### config.mk
export PLATFORM = sky130hd
export DESIGN_NAME = bulk_copy_seq
export DESIGN_NICKNAME = d
export VERILOG_FILES = /design/src/rtl/bcs_pkg.sv /design/src/rtl/bcs_gap_timer.sv /design/src/rtl/bcs_row_map.sv /design/src/rtl/bcs_chunk_walk.sv /design/src/rtl/bulk_copy_seq.sv
export SDC_FILE = /design/constraint.sdc
export NUM_CORES = 1
export LEC_CHECK = 0
export ABC_AREA = 1
export CAP_MARGIN = 20
export CORE_MARGIN = 2
export CORE_UTILIZATION = 40
export DETAILED_ROUTE_END_ITERATION = 8
export MAX_ROUTING_LAYER = met4
export PLACE_DENSITY = 0.79
export SYNTH_ARGS = -nofsm -noshare
export SYNTH_HDL_FRONTEND = slang
export SYNTH_SLANG_ARGS = --single-unit
export TNS_END_PERCENT = 50
### constraint.sdc
create_clock -name clk_i -period 2 [get_ports clk_i]
set_input_delay 0.6 -clock clk_i [delete_from_list [all_inputs] [get_ports clk_i]]
set_output_delay 0.6 -clock clk_i [all_outputs]
set_load 0.005 [all_outputs]
### src/rtl/bcs_pkg.sv
package bcs_pkg;
  typedef enum logic [1:0] {
    CMD_NOP  = 2'd0,
    CMD_ACT  = 2'd1,
    CMD_PRE  = 2'd2,
    CMD_XFER = 2'd3
  } bcs_op_e;

  typedef enum logic [2:0] {
    ST_IDLE,
    ST_FLUSH,
    ST_ACT_S,
    ST_ACT_D,
    ST_XFER,
    ST_PRE,
    ST_DONE
  } bcs_state_e;
endpackage

### src/rtl/bcs_gap_timer.sv
module bcs_gap_timer #(
  parameter int DLY_W = 8
) (
  input  logic             clk_i,
  input  logic             rst_ni,
  input  logic             load_i,
  input  logic [DLY_W-1:0] gap_i,
  output logic             idle_o
);
  logic [DLY_W-1:0] cnt_q;

  always_ff @(posedge clk_i or negedge rst_ni) begin
    if (!rst_ni)             cnt_q <= '0;
    else if (load_i)         cnt_q <= gap_i;
    else if (cnt_q != '0)    cnt_q <= cnt_q - 1'b1;
  end

  assign idle_o = (cnt_q == '0);
endmodule

### src/rtl/bcs_row_map.sv
// Resolves the effective source row and the co-location test.
module bcs_row_map #(
  parameter int RA_W  = 8,
  parameter int ROW_W = 4
) (
  input  logic            init_i,
  input  logic [RA_W-1:0] src_row_i,
  input  logic [RA_W-1:0] dst_row_i,
  output logic [RA_W-1:0] src_row_o,
  output logic            coloc_o
);
  localparam int LOC_W = RA_W - ROW_W;

  logic [LOC_W-1:0] dst_loc;
  logic [LOC_W-1:0] src_loc;

  assign dst_loc   = dst_row_i[RA_W-1:ROW_W];
  // zero row: index 0 inside the destination subarray
  assign src_row_o = init_i ? {dst_loc, {ROW_W{1'b0}}} : src_row_i;
  assign src_loc   = src_row_o[RA_W-1:ROW_W];
  assign coloc_o   = (src_loc == dst_loc);
endmodule

### src/rtl/bcs_chunk_walk.sv
module bcs_chunk_walk #(
  parameter int RA_W       = 8,
  parameter int LEN_W      = 16,
  parameter int ROW_BYTES  = 4096,
  parameter int LINE_BYTES = 64
) (
  input  logic                                         clk_i,
  input  logic                                         rst_ni,
  input  logic                                         load_i,
  input  logic [RA_W-1:0]                              src_row_i,
  input  logic [RA_W-1:0]                              dst_row_i,
  input  logic [LEN_W-1:0]                             len_i,
  input  logic                                         adv_i,
  output logic [RA_W-1:0]                              src_row_o,
  output logic [RA_W-1:0]                              dst_row_o,
  output logic [LEN_W-1:0]                             rem_o,
  output logic                                         full_o,
  output logic                                         last_o,
  output logic [$clog2(ROW_BYTES/LINE_BYTES)-1:0]      last_line_o
);
  localparam int LINE_SH = $clog2(LINE_BYTES);
  localparam int LI_W    = $clog2(ROW_BYTES / LINE_BYTES);
  localparam logic [LEN_W-1:0] ROW_L = LEN_W'(ROW_BYTES);

  logic [RA_W-1:0]  src_q, dst_q;
  logic [LEN_W-1:0] rem_q;
  logic [LEN_W-1:0] chunk;

  always_ff @(posedge clk_i or negedge rst_ni) begin
    if (!rst_ni) begin
      src_q <= '0;
      dst_q <= '0;
      rem_q <= '0;
    end else if (load_i) begin
      src_q <= src_row_i;
      dst_q <= dst_row_i;
      rem_q <= len_i;
    end else if (adv_i) begin
      src_q <= src_q + 1'b1;
      dst_q <= dst_q + 1'b1;
      rem_q <= full_o ? rem_q - ROW_L : '0;
    end
  end

  assign full_o      = (rem_q >= ROW_L);
  assign last_o      = (rem_q <= ROW_L);
  assign chunk       = full_o ? ROW_L : rem_q;
  assign last_line_o = LI_W'((chunk - 1'b1) >> LINE_SH);
  assign src_row_o   = src_q;
  assign dst_row_o   = dst_q;
  assign rem_o       = rem_q;
endmodule

### src/rtl/bulk_copy_seq.sv
module bulk_copy_seq
  import bcs_pkg::*;
#(
  parameter int ROW_BYTES  = 4096,
  parameter int LINE_BYTES = 64,
  parameter int ROW_W      = 4,
  parameter int SA_W       = 2,
  parameter int BK_W       = 2,
  parameter int LEN_W      = 16,
  parameter int DLY_W      = 8,
  localparam int RA_W      = BK_W + SA_W + ROW_W,
  localparam int LI_W      = $clog2(ROW_BYTES / LINE_BYTES)
) (
  input  logic             clk_i,
  input  logic             rst_ni,
  input  logic             req_valid_i,
  output logic             req_ready_o,
  input  logic             req_init_i,
  input  logic [RA_W-1:0]  req_src_row_i,
  input  logic [RA_W-1:0]  req_dst_row_i,
  input  logic [LEN_W-1:0] req_len_i,
  input  logic [DLY_W-1:0] gap_act_i,
  input  logic [DLY_W-1:0] gap_xfer_i,
  input  logic [DLY_W-1:0] gap_pre_i,
  output logic             flush_req_o,
  input  logic             flush_ack_i,
  output logic [RA_W-1:0]  flush_src_o,
  output logic [RA_W-1:0]  flush_dst_o,
  output logic [LEN_W-1:0] flush_len_o,
  output logic             cmd_valid_o,
  output logic [1:0]       cmd_op_o,
  output logic [RA_W-1:0]  cmd_row_o,
  output logic [RA_W-1:0]  cmd_dst_row_o,
  output logic [LI_W-1:0]  cmd_line_o,
  output logic             done_o
);
  bcs_state_e        state_q;
  logic              init_q;
  logic [LI_W-1:0]   line_q;

  logic              accept, issue, gap_idle, adv;
  logic [RA_W-1:0]   src_raw, src_eff, dst_row;
  logic [LEN_W-1:0]  rem;
  logic              coloc, full, last;
  logic [LI_W-1:0]   last_line;

  bcs_op_e           nxt_op;
  logic [RA_W-1:0]   nxt_row, nxt_drow;
  logic [LI_W-1:0]   nxt_line;
  logic [DLY_W-1:0]  nxt_gap;

  logic              cmd_valid_q;
  bcs_op_e           cmd_op_q;
  logic [RA_W-1:0]   cmd_row_q, cmd_drow_q;
  logic [LI_W-1:0]   cmd_line_q;

  assign accept = req_valid_i && (state_q == ST_IDLE);
  assign adv    = issue && (state_q == ST_PRE);

  bcs_chunk_walk #(
    .RA_W(RA_W), .LEN_W(LEN_W), .ROW_BYTES(ROW_BYTES), .LINE_BYTES(LINE_BYTES)
  ) u_walk (
    .clk_i(clk_i), .rst_ni(rst_ni),
    .load_i(accept), .src_row_i(req_src_row_i), .dst_row_i(req_dst_row_i),
    .len_i(req_len_i), .adv_i(adv),
    .src_row_o(src_raw), .dst_row_o(dst_row), .rem_o(rem),
    .full_o(full), .last_o(last), .last_line_o(last_line)
  );

  bcs_row_map #(.RA_W(RA_W), .ROW_W(ROW_W)) u_map (
    .init_i(init_q), .src_row_i(src_raw), .dst_row_i(dst_row),
    .src_row_o(src_eff), .coloc_o(coloc)
  );

  bcs_gap_timer #(.DLY_W(DLY_W)) u_gap (
    .clk_i(clk_i), .rst_ni(rst_ni), .load_i(issue), .gap_i(nxt_gap), .idle_o(gap_idle)
  );

  always_comb begin
    issue    = 1'b0;
    nxt_op   = CMD_NOP;
    nxt_row  = '0;
    nxt_drow = '0;
    nxt_line = '0;
    nxt_gap  = '0;
    if (gap_idle) begin
      case (state_q)
        ST_ACT_S: begin
          issue = 1'b1; nxt_op = CMD_ACT; nxt_row = src_eff; nxt_gap = gap_act_i;
        end
        ST_ACT_D: begin
          issue = 1'b1; nxt_op = CMD_ACT; nxt_row = dst_row; nxt_gap = gap_act_i;
        end
        ST_XFER: begin
          issue = 1'b1; nxt_op = CMD_XFER; nxt_row = src_eff; nxt_drow = dst_row;
          nxt_line = line_q; nxt_gap = gap_xfer_i;
        end
        ST_PRE: begin
          issue = 1'b1; nxt_op = CMD_PRE; nxt_row = dst_row; nxt_gap = gap_pre_i;
        end
        default: ;
      endcase
    end
  end

  always_ff @(posedge clk_i or negedge rst_ni) begin
    if (!rst_ni) begin
      state_q <= ST_IDLE;
      init_q  <= 1'b0;
      line_q  <= '0;
    end else begin
      case (state_q)
        ST_IDLE: if (req_valid_i) begin
          init_q  <= req_init_i;
          state_q <= (req_len_i == '0) ? ST_DONE : ST_FLUSH;
        end
        ST_FLUSH: if (flush_ack_i) state_q <= ST_ACT_S;
        ST_ACT_S: if (issue) state_q <= ST_ACT_D;
        ST_ACT_D: if (issue) begin
          line_q  <= '0;
          // in-array copy needs a whole row inside one subarray
          state_q <= (coloc && full) ? ST_PRE : ST_XFER;
        end
        ST_XFER: if (issue) begin
          if (line_q == last_line) state_q <= ST_PRE;
          else                     line_q  <= line_q + 1'b1;
        end
        ST_PRE: if (issue) state_q <= last ? ST_DONE : ST_ACT_S;
        ST_DONE: state_q <= ST_IDLE;
        default: state_q <= ST_IDLE;
      endcase
    end
  end

  always_ff @(posedge clk_i or negedge rst_ni) begin
    if (!rst_ni) begin
      cmd_valid_q <= 1'b0;
      cmd_op_q    <= CMD_NOP;
      cmd_row_q   <= '0;
      cmd_drow_q  <= '0;
      cmd_line_q  <= '0;
    end else begin
      cmd_valid_q <= issue;
      cmd_op_q    <= nxt_op;
      cmd_row_q   <= nxt_row;
      cmd_drow_q  <= nxt_drow;
      cmd_line_q  <= nxt_line;
    end
  end

  assign req_ready_o   = (state_q == ST_IDLE);
  assign flush_req_o   = (state_q == ST_FLUSH);
  assign flush_src_o   = src_eff;
  assign flush_dst_o   = dst_row;
  assign flush_len_o   = rem;
  assign cmd_valid_o   = cmd_valid_q;
  assign cmd_op_o      = cmd_op_q;
  assign cmd_row_o     = cmd_row_q;
  assign cmd_dst_row_o = cmd_drow_q;
  assign cmd_line_o    = cmd_line_q;
  assign done_o        = (state_q == ST_DONE);
endmodule

# Yosys cells after proc, flatten, opt, wreduce, memory -nomap -nowiden
# Index checks and enable logic that the tools add are counted.
[totals]
latch_bits = 0
rom_bits = 0
wordCells = 91
regBits = 75
mem_bits_rw = 0
mem_count = 0
inputBits = 61
output_inout_bits = 60
[classes]
addsub = 6
n_eq_ne = 16
reduce_logical = 17
div = 0
mux = 38
bitwise = 0
order_cmp = 2
shifts = 0
n_mul = 0
[op_table]
columns = ["op", "count"]
rows = [
  ["$mux W8", 11],
  ["$mux W16", 3],
  ["$mux W6", 5],
  ["$mux W3", 9],
  ["$pmux W8 S3", 1],
  ["$pmux W3 S6", 1],
  ["$add A8 B1 Y8 const B", 2],
  ["$ge A16 B13 Y1 const B", 1],
  ["$le A16 B13 Y1 const B", 1],
  ["$logic_not A16 Y1", 1],
  ["$pmux W8 S2", 1],
  ["$sub A16 B13 Y16 const B", 1],
  ["$ne A2 B2 Y1 const B", 7],
  ["$mux W12", 1],
  ["$pmux W6 S2", 1],
  ["$sub A12 B1 Y12 const B", 1],
  ["$eq A3 B3 Y1 const B", 3],
  ["$logic_not A8 Y1", 1],
  ["$reduce_bool A8 Y1", 1],
  ["$sub A8 B1 Y8 const B", 1],
  ["$reduce_and A7 Y1", 1],
  ["$add A6 B1 Y6 const B", 1],
  ["$eq A3 B2 Y1 const B", 2],
  ["$eq A6 B6 Y1", 1],
  ["13 further kinds", 21],
]

# Depth between registers and ports, before layout
[depth]
ltp_word = 7
ltp_mapped = 19
depth_no_buf = 19

# Modules after synthesis
# Synthesis repeated with hierarchy kept, for this count alone.
[hier_totals]
hier_cells = 612
area_unflattened_um2 = 4419.2
[by_module_without_submodules]
columns = ["module", "cells_each", "area_each_um2", "seq_area_each_um2", "n_inst"]
rows = [
  ["bulk_copy_seq", 266, 1870.5, 875.8, 1],
  ["bcs_chunk_walk", 235, 1836.8, 800.8, 1],
  ["bcs_gap_timer", 71, 513.0, 200.2, 1],
  ["bcs_row_map", 40, 198.9, 0.0, 1],
]

# Worst setup path after synthesis
# No wires, ideal clock.
[synth_timing]
kind = "register -> register"
from = "register u_walk.rem_q[12], in the netlist u_walk.rem_o[12]"
to = "register line_q[2]"
setup_time_ns = 0.117
synth_period_minus_slack_ns = 2.024
arrival_ns = 1.907
stages_incl_launch_ff = 16
n_path_buf = 1
t_required_ns = 1.883
setup_slack_ns = -0.024
path_cell_list = "dfrtp_1 inv_1 ha_1 nor3b_4 buf_6 nand2_2 nor2_1 nand4_1 nand3_1 nand2_1 nand3_2 nand2_4 nand2_4 nand2_4 nand2_1 nand2_1"
[synth_via]
elab_chain_len = 6
[synth_lines]
columns = ["item", "line_no", "source"]
rows = [
  ["from (decl)", "bcs_chunk_walk.sv:26", "logic [LEN_W-1:0] rem_q;"],
  ["from (signal assigned)", "bcs_chunk_walk.sv:37", "rem_q <= len_i;"],
  ["from (signal assigned)", "bcs_chunk_walk.sv:41", "rem_q <= full_o ? rem_q - ROW_L : '0;"],
  ["$ge A16 B13 Y1", "bcs_chunk_walk.sv:45", "assign full_o = (rem_q >= ROW_L);"],
  ["$mux W12", "bcs_chunk_walk.sv:47", "assign chunk = full_o ? ROW_L : rem_q;"],
  ["$sub A12 B1 Y12", "bcs_chunk_walk.sv:48", "assign last_line_o = LI_W'((chunk - 1'b1) >> LINE_SH);"],
  ["$eq A6 B6 Y1", "bulk_copy_seq.sv:125", "if (line_q == last_line) state_q <= ST_PRE;"],
  ["$ne A2 B2 Y1 (no line)", "--", ""],
  ["$reduce_and A4 Y1 (no line)", "--", ""],
  ["to (signal assigned)", "bulk_copy_seq.sv:126", "else line_q <= line_q + 1'b1;"],
  ["to (decl)", "bulk_copy_seq.sv:39", "logic [LI_W-1:0] line_q;"],
]
# No other way between the ends.
# A chain may end at the register's enable or synchronous reset.

# Worst setup path after layout
[layout_timing]
from = "register u_walk.rem_q[13], in the netlist u_walk.rem_o[13]"
to = "register line_q[2]"
# The elaborated chain is that of the path after synthesis.

==> flow_metrics.env <==
export IMPL_dieWidth_microns=107
export IMPL_ys_ff_latch=75
export IMPL_period_minus_slack_ns=2.21
export IMPL_drc_errors=0
export IMPL_syn_inst=551
export IMPL_ys_types=39
export IMPL_cts_buffers=9
export IMPL_max_stage_delay_ns=0.40
export IMPL_numClockSinks=75
export IMPL_finalMaxSlewViolations=0
export IMPL_grt_pass1_wl_microns=22300
export IMPL_arrival_ns=2.50
export IMPL_fp_dieH_microns=107
export IMPL_path_max_fanout=7
export IMPL_core_sq_um=10300
export IMPL_nFillCells=826
export IMPL_peakVddDrop_mv=0.728
export IMPL_clock_latency_ns=0.34
export IMPL_hold_viol=0
export IMPL_antenna_cells=0
export IMPL_yosysWarnings=0
export IMPL_worstPathCellList="inv_2 -> ha_4 -> nor3b_4 -> buf_12 -> nand4_1 -> xor2_1 -> nand3_2 -> nor2_2 -> nand3_2 -> nand2_4 -> nand2_8 -> nand2_8 -> nand2_1 -> nand2_1"
export IMPL_slowest_stage="dfrtp_1"
export IMPL_cts_tree="built"
export IMPL_clock_tree_root_cell="clkbuf_8"
export IMPL_holdBufCountCts=0
export IMPL_clkTransAtPathRegs_ns=0.08
export IMPL_critPathKind="reg -> reg"
export IMPL_drtPass1Iterations=4
export IMPL_crit_family="simple AND/OR/NAND/NOR gates"
export IMPL_post_dp_cell_area_sq_um=6100
export IMPL_dp_cells=855
export IMPL_dr_total_vias=4702
export IMPL_io_pins=121
export IMPL_fmax_mhz=452
export IMPL_num_rows=37
export IMPL_ant_nets=0
export IMPL_setup_slack_ns=-0.210
export IMPL_slew_limit_headroom=0.522
export IMPL_wl_per_cell_microns=15.7
export IMPL_power_static_leakage_uw=0.00293
export IMPL_via_per_inst=5.31
export IMPL_rsz0062_at_grt="true"
export IMPL_synthDominantCellAreaShare=0.441
export IMPL_drv_cap=0
export IMPL_dieArea_sq_um=11500
export IMPL_power_density_nw_per_um2=1230
export IMPL_htree_levels=3
export IMPL_clock_skew_ns=0.0105
export IMPL_netlist_area_sq_um=4260
export IMPL_status="finished with violations"
export IMPL_nNetsFinal=814
export IMPL_reg2reg_from="u_walk.rem_o[13]"
export IMPL_crit_start="u_walk.rem_o[13]"
export IMPL_violations="setup timing"
export IMPL_drt_total_wl_microns=13900
export IMPL_drive_gt1_frac=0.232
export IMPL_antenna_found_initial=0
export IMPL_area_growth_pct=55.0
export IMPL_worstMarginPinSlew_ns=0.716
export IMPL_crit_buf_inv=2
export IMPL_first_iter_violations=261
export IMPL_portBuffers=120
export IMPL_synth_largest_area_cell="dfrtp_1"
export IMPL_overflow=0
export IMPL_synth_nets=619
export IMPL_hold_slack_ns=0.0563
export IMPL_worstPathRequired_ns=2.29
export IMPL_place_congestion=0.967
export IMPL_ys_seq_area_frac=0.441
export IMPL_final_cell_area_sq_um=6600
export IMPL_fin_cells=885
export IMPL_period_share=1.11
export IMPL_tns_ns=-1.79
export IMPL_grt_max_degree=47
export IMPL_startpoint_type="flop"
export IMPL_dpl_hpwl_microns=9950
export IMPL_power_uw=8100
export IMPL_grt_pass1_vias=4822
export IMPL_clock_path_buffers=2
export IMPL_hold_class="in -> async"
export IMPL_cp_end_kind="flop"
export IMPL_grt_total_usage=0.249
export IMPL_avgSynthCellArea_sq_um=7.73
export IMPL_setup_viol=10
export IMPL_synth_area_top_cells="dfrtp_1, nand2_1, nand3_1"
export IMPL_start_util=0.412
sequential cells by signal, summed over array words and instances, names as in the netlist:
signal / cells
cmd_line_o: 6
cmd_row_o: 8
u_walk.src_row_o: 8
cmd_op_o: 2
u_walk.dst_row_o: 8
cmd_valid_o: 1
u_walk.rem_o: 16
line_q: 6
cmd_dst_row_o: 8
u_gap.cnt_q: 8
state_q: 3
init_q: 1
report_power, final:
group          internal (uW)  total, uW  switching, uW
logic                   2280       4680           2410
registers               1860       2190            328
clock network            664       1230            565
total                   4800       8100           3300
synth_stat cells, drive strengths merged:
| master | n |
|---|---|
| nor3b | 1 |
| or3 | 1 |
| nand2 | 147 |
| dfrtp | 75 |
| clkbuf | 12 |
| o31ai | 2 |
| a221oi | 1 |
| o21ai | 40 |
| a211oi | 1 |
| a22oi | 1 |
| buf | 9 |
| nand4 | 12 |
| a21oi | 15 |
| a31oi | 3 |
| nor4 | 6 |
| a311oi | 1 |
| inv | 56 |
| o22ai | 4 |
| o211ai | 7 |
| nand3 | 45 |
| o32ai | 1 |
| nor2 | 58 |
| o221ai | 4 |
| xnor2 | 6 |
| xor2 | 8 |
| a32oi | 6 |
| nor3 | 21 |
| a22o | 1 |
| ha | 7 |
final timing paths:
| check | depth (start not counted) | slack (ns) | to |
|---|---|---|---|
| max | 14 | -0.21 | line_q[2] |
| min | 1 | 0.06 | cmd_dst_row_o[0] |
| max reg2reg | 14 | -0.21 | line_q[2] |
| min reg2reg | 2 | 0.52 | line_q[5] |
| max in group asynchronous | 2 | 1.43 | cmd_op_o[1] |
| min in group clk_i | 2 | 0.52 | line_q[5] |
area by class of cell:
| cell class | count | area [sq um] | area share |
|---|---|---|---|
| Clock buffer | 12 | 165 | 0.0250 |
| Clock inverter | 2 | 35.0 | 0.00531 |
| Inverter | 56 | 213 | 0.0322 |
| Multi-Input combinational cell | 400 | 2260 | 0.342 |
| Sequential cell | 75 | 1880 | 0.285 |
| Tap cell | 136 | 170 | 0.0258 |
| Timing Repair Buffer | 204 | 1880 | 0.284 |
metrics by stage:
stage / worst slack (ns) / utilization
after floorplan: -0.0190 / -
final: -0.210 / 0.639
after detailed placement: -0.210 / 0.591
after global placement: -0.200 / 0.591
after global routing: -0.323 / 0.639
after CTS: -0.156 / 0.625
worst register-to-register path, cell delays in order, from the launching register on:
cell and delay [ns]:
dfrtp_1 0.40, inv_2 0.10, ha_4 0.13, nor3b_4 0.25, buf_12 0.16, nand4_1 0.16, xor2_1 0.22, nand3_2 0.12
nor2_2 0.10, nand3_2 0.09, nand2_4 0.12, nand2_8 0.08, nand2_8 0.10, nand2_1 0.06, nand2_1 0.06
what timing repair did:
| item | 4_1_cts | 5_1_grt |
|---|---|---|
| setup buffers | 9 | 7 |
| setup endpoints to repair | 24 | 45 |
| gates resized for setup | 55 | 32 |
| pin swaps | 4 | 21 |
| gates cloned | 1 | 1 |
routing by layer:
metal	routed length, microns	GRT usage	part of all wire
met3	882	0.0383	0.064
met2	6930	0.418	0.50
met5	0	-	0
met4	322	0.0826	0.023
met1	5740	0.308	0.41
logic make-up (layout without fill, tap and decap cells):
kind of cell	count (synthesis)	count (layout)	share of synthesized area
DFF	75	75	0.441
adders and majority gates	7	7	0.0206
buffers and inverters	77	274	0.0732
xor gates and xnor gates	14	14	0.0288
AOI/OAI and AO/OA	87	87	0.127
and+or+nand+nor	291	292	0.310
placed cells by master, fill, tap and decap left out, types with 4 or more instances in the layout:
cell / n
xnor2_1: 6
nor2_1: 38
nand4_1: 12
nor2_2: 14
ha_1: 6
o211ai_1: 5
dlygate4sd2_1: 8
nor3_1: 21
buf_12: 4
a32oi_1: 6
nand3_1: 39
nor2_4: 6
inv_1: 40
a21oi_1: 14
clkbuf_8: 12
o21ai_1: 12
dfrtp_1: 72
nand2_1: 132
nand2_2: 11
buf_6: 6
clkdlybuf4s50_1: 104
nor4_1: 6
o22ai_1: 4
buf_4: 75
o21ai_0: 25
nand3_2: 5
inv_2: 15
xor2_1: 8
Note: power is estimated with default switching activity, not from simulation.
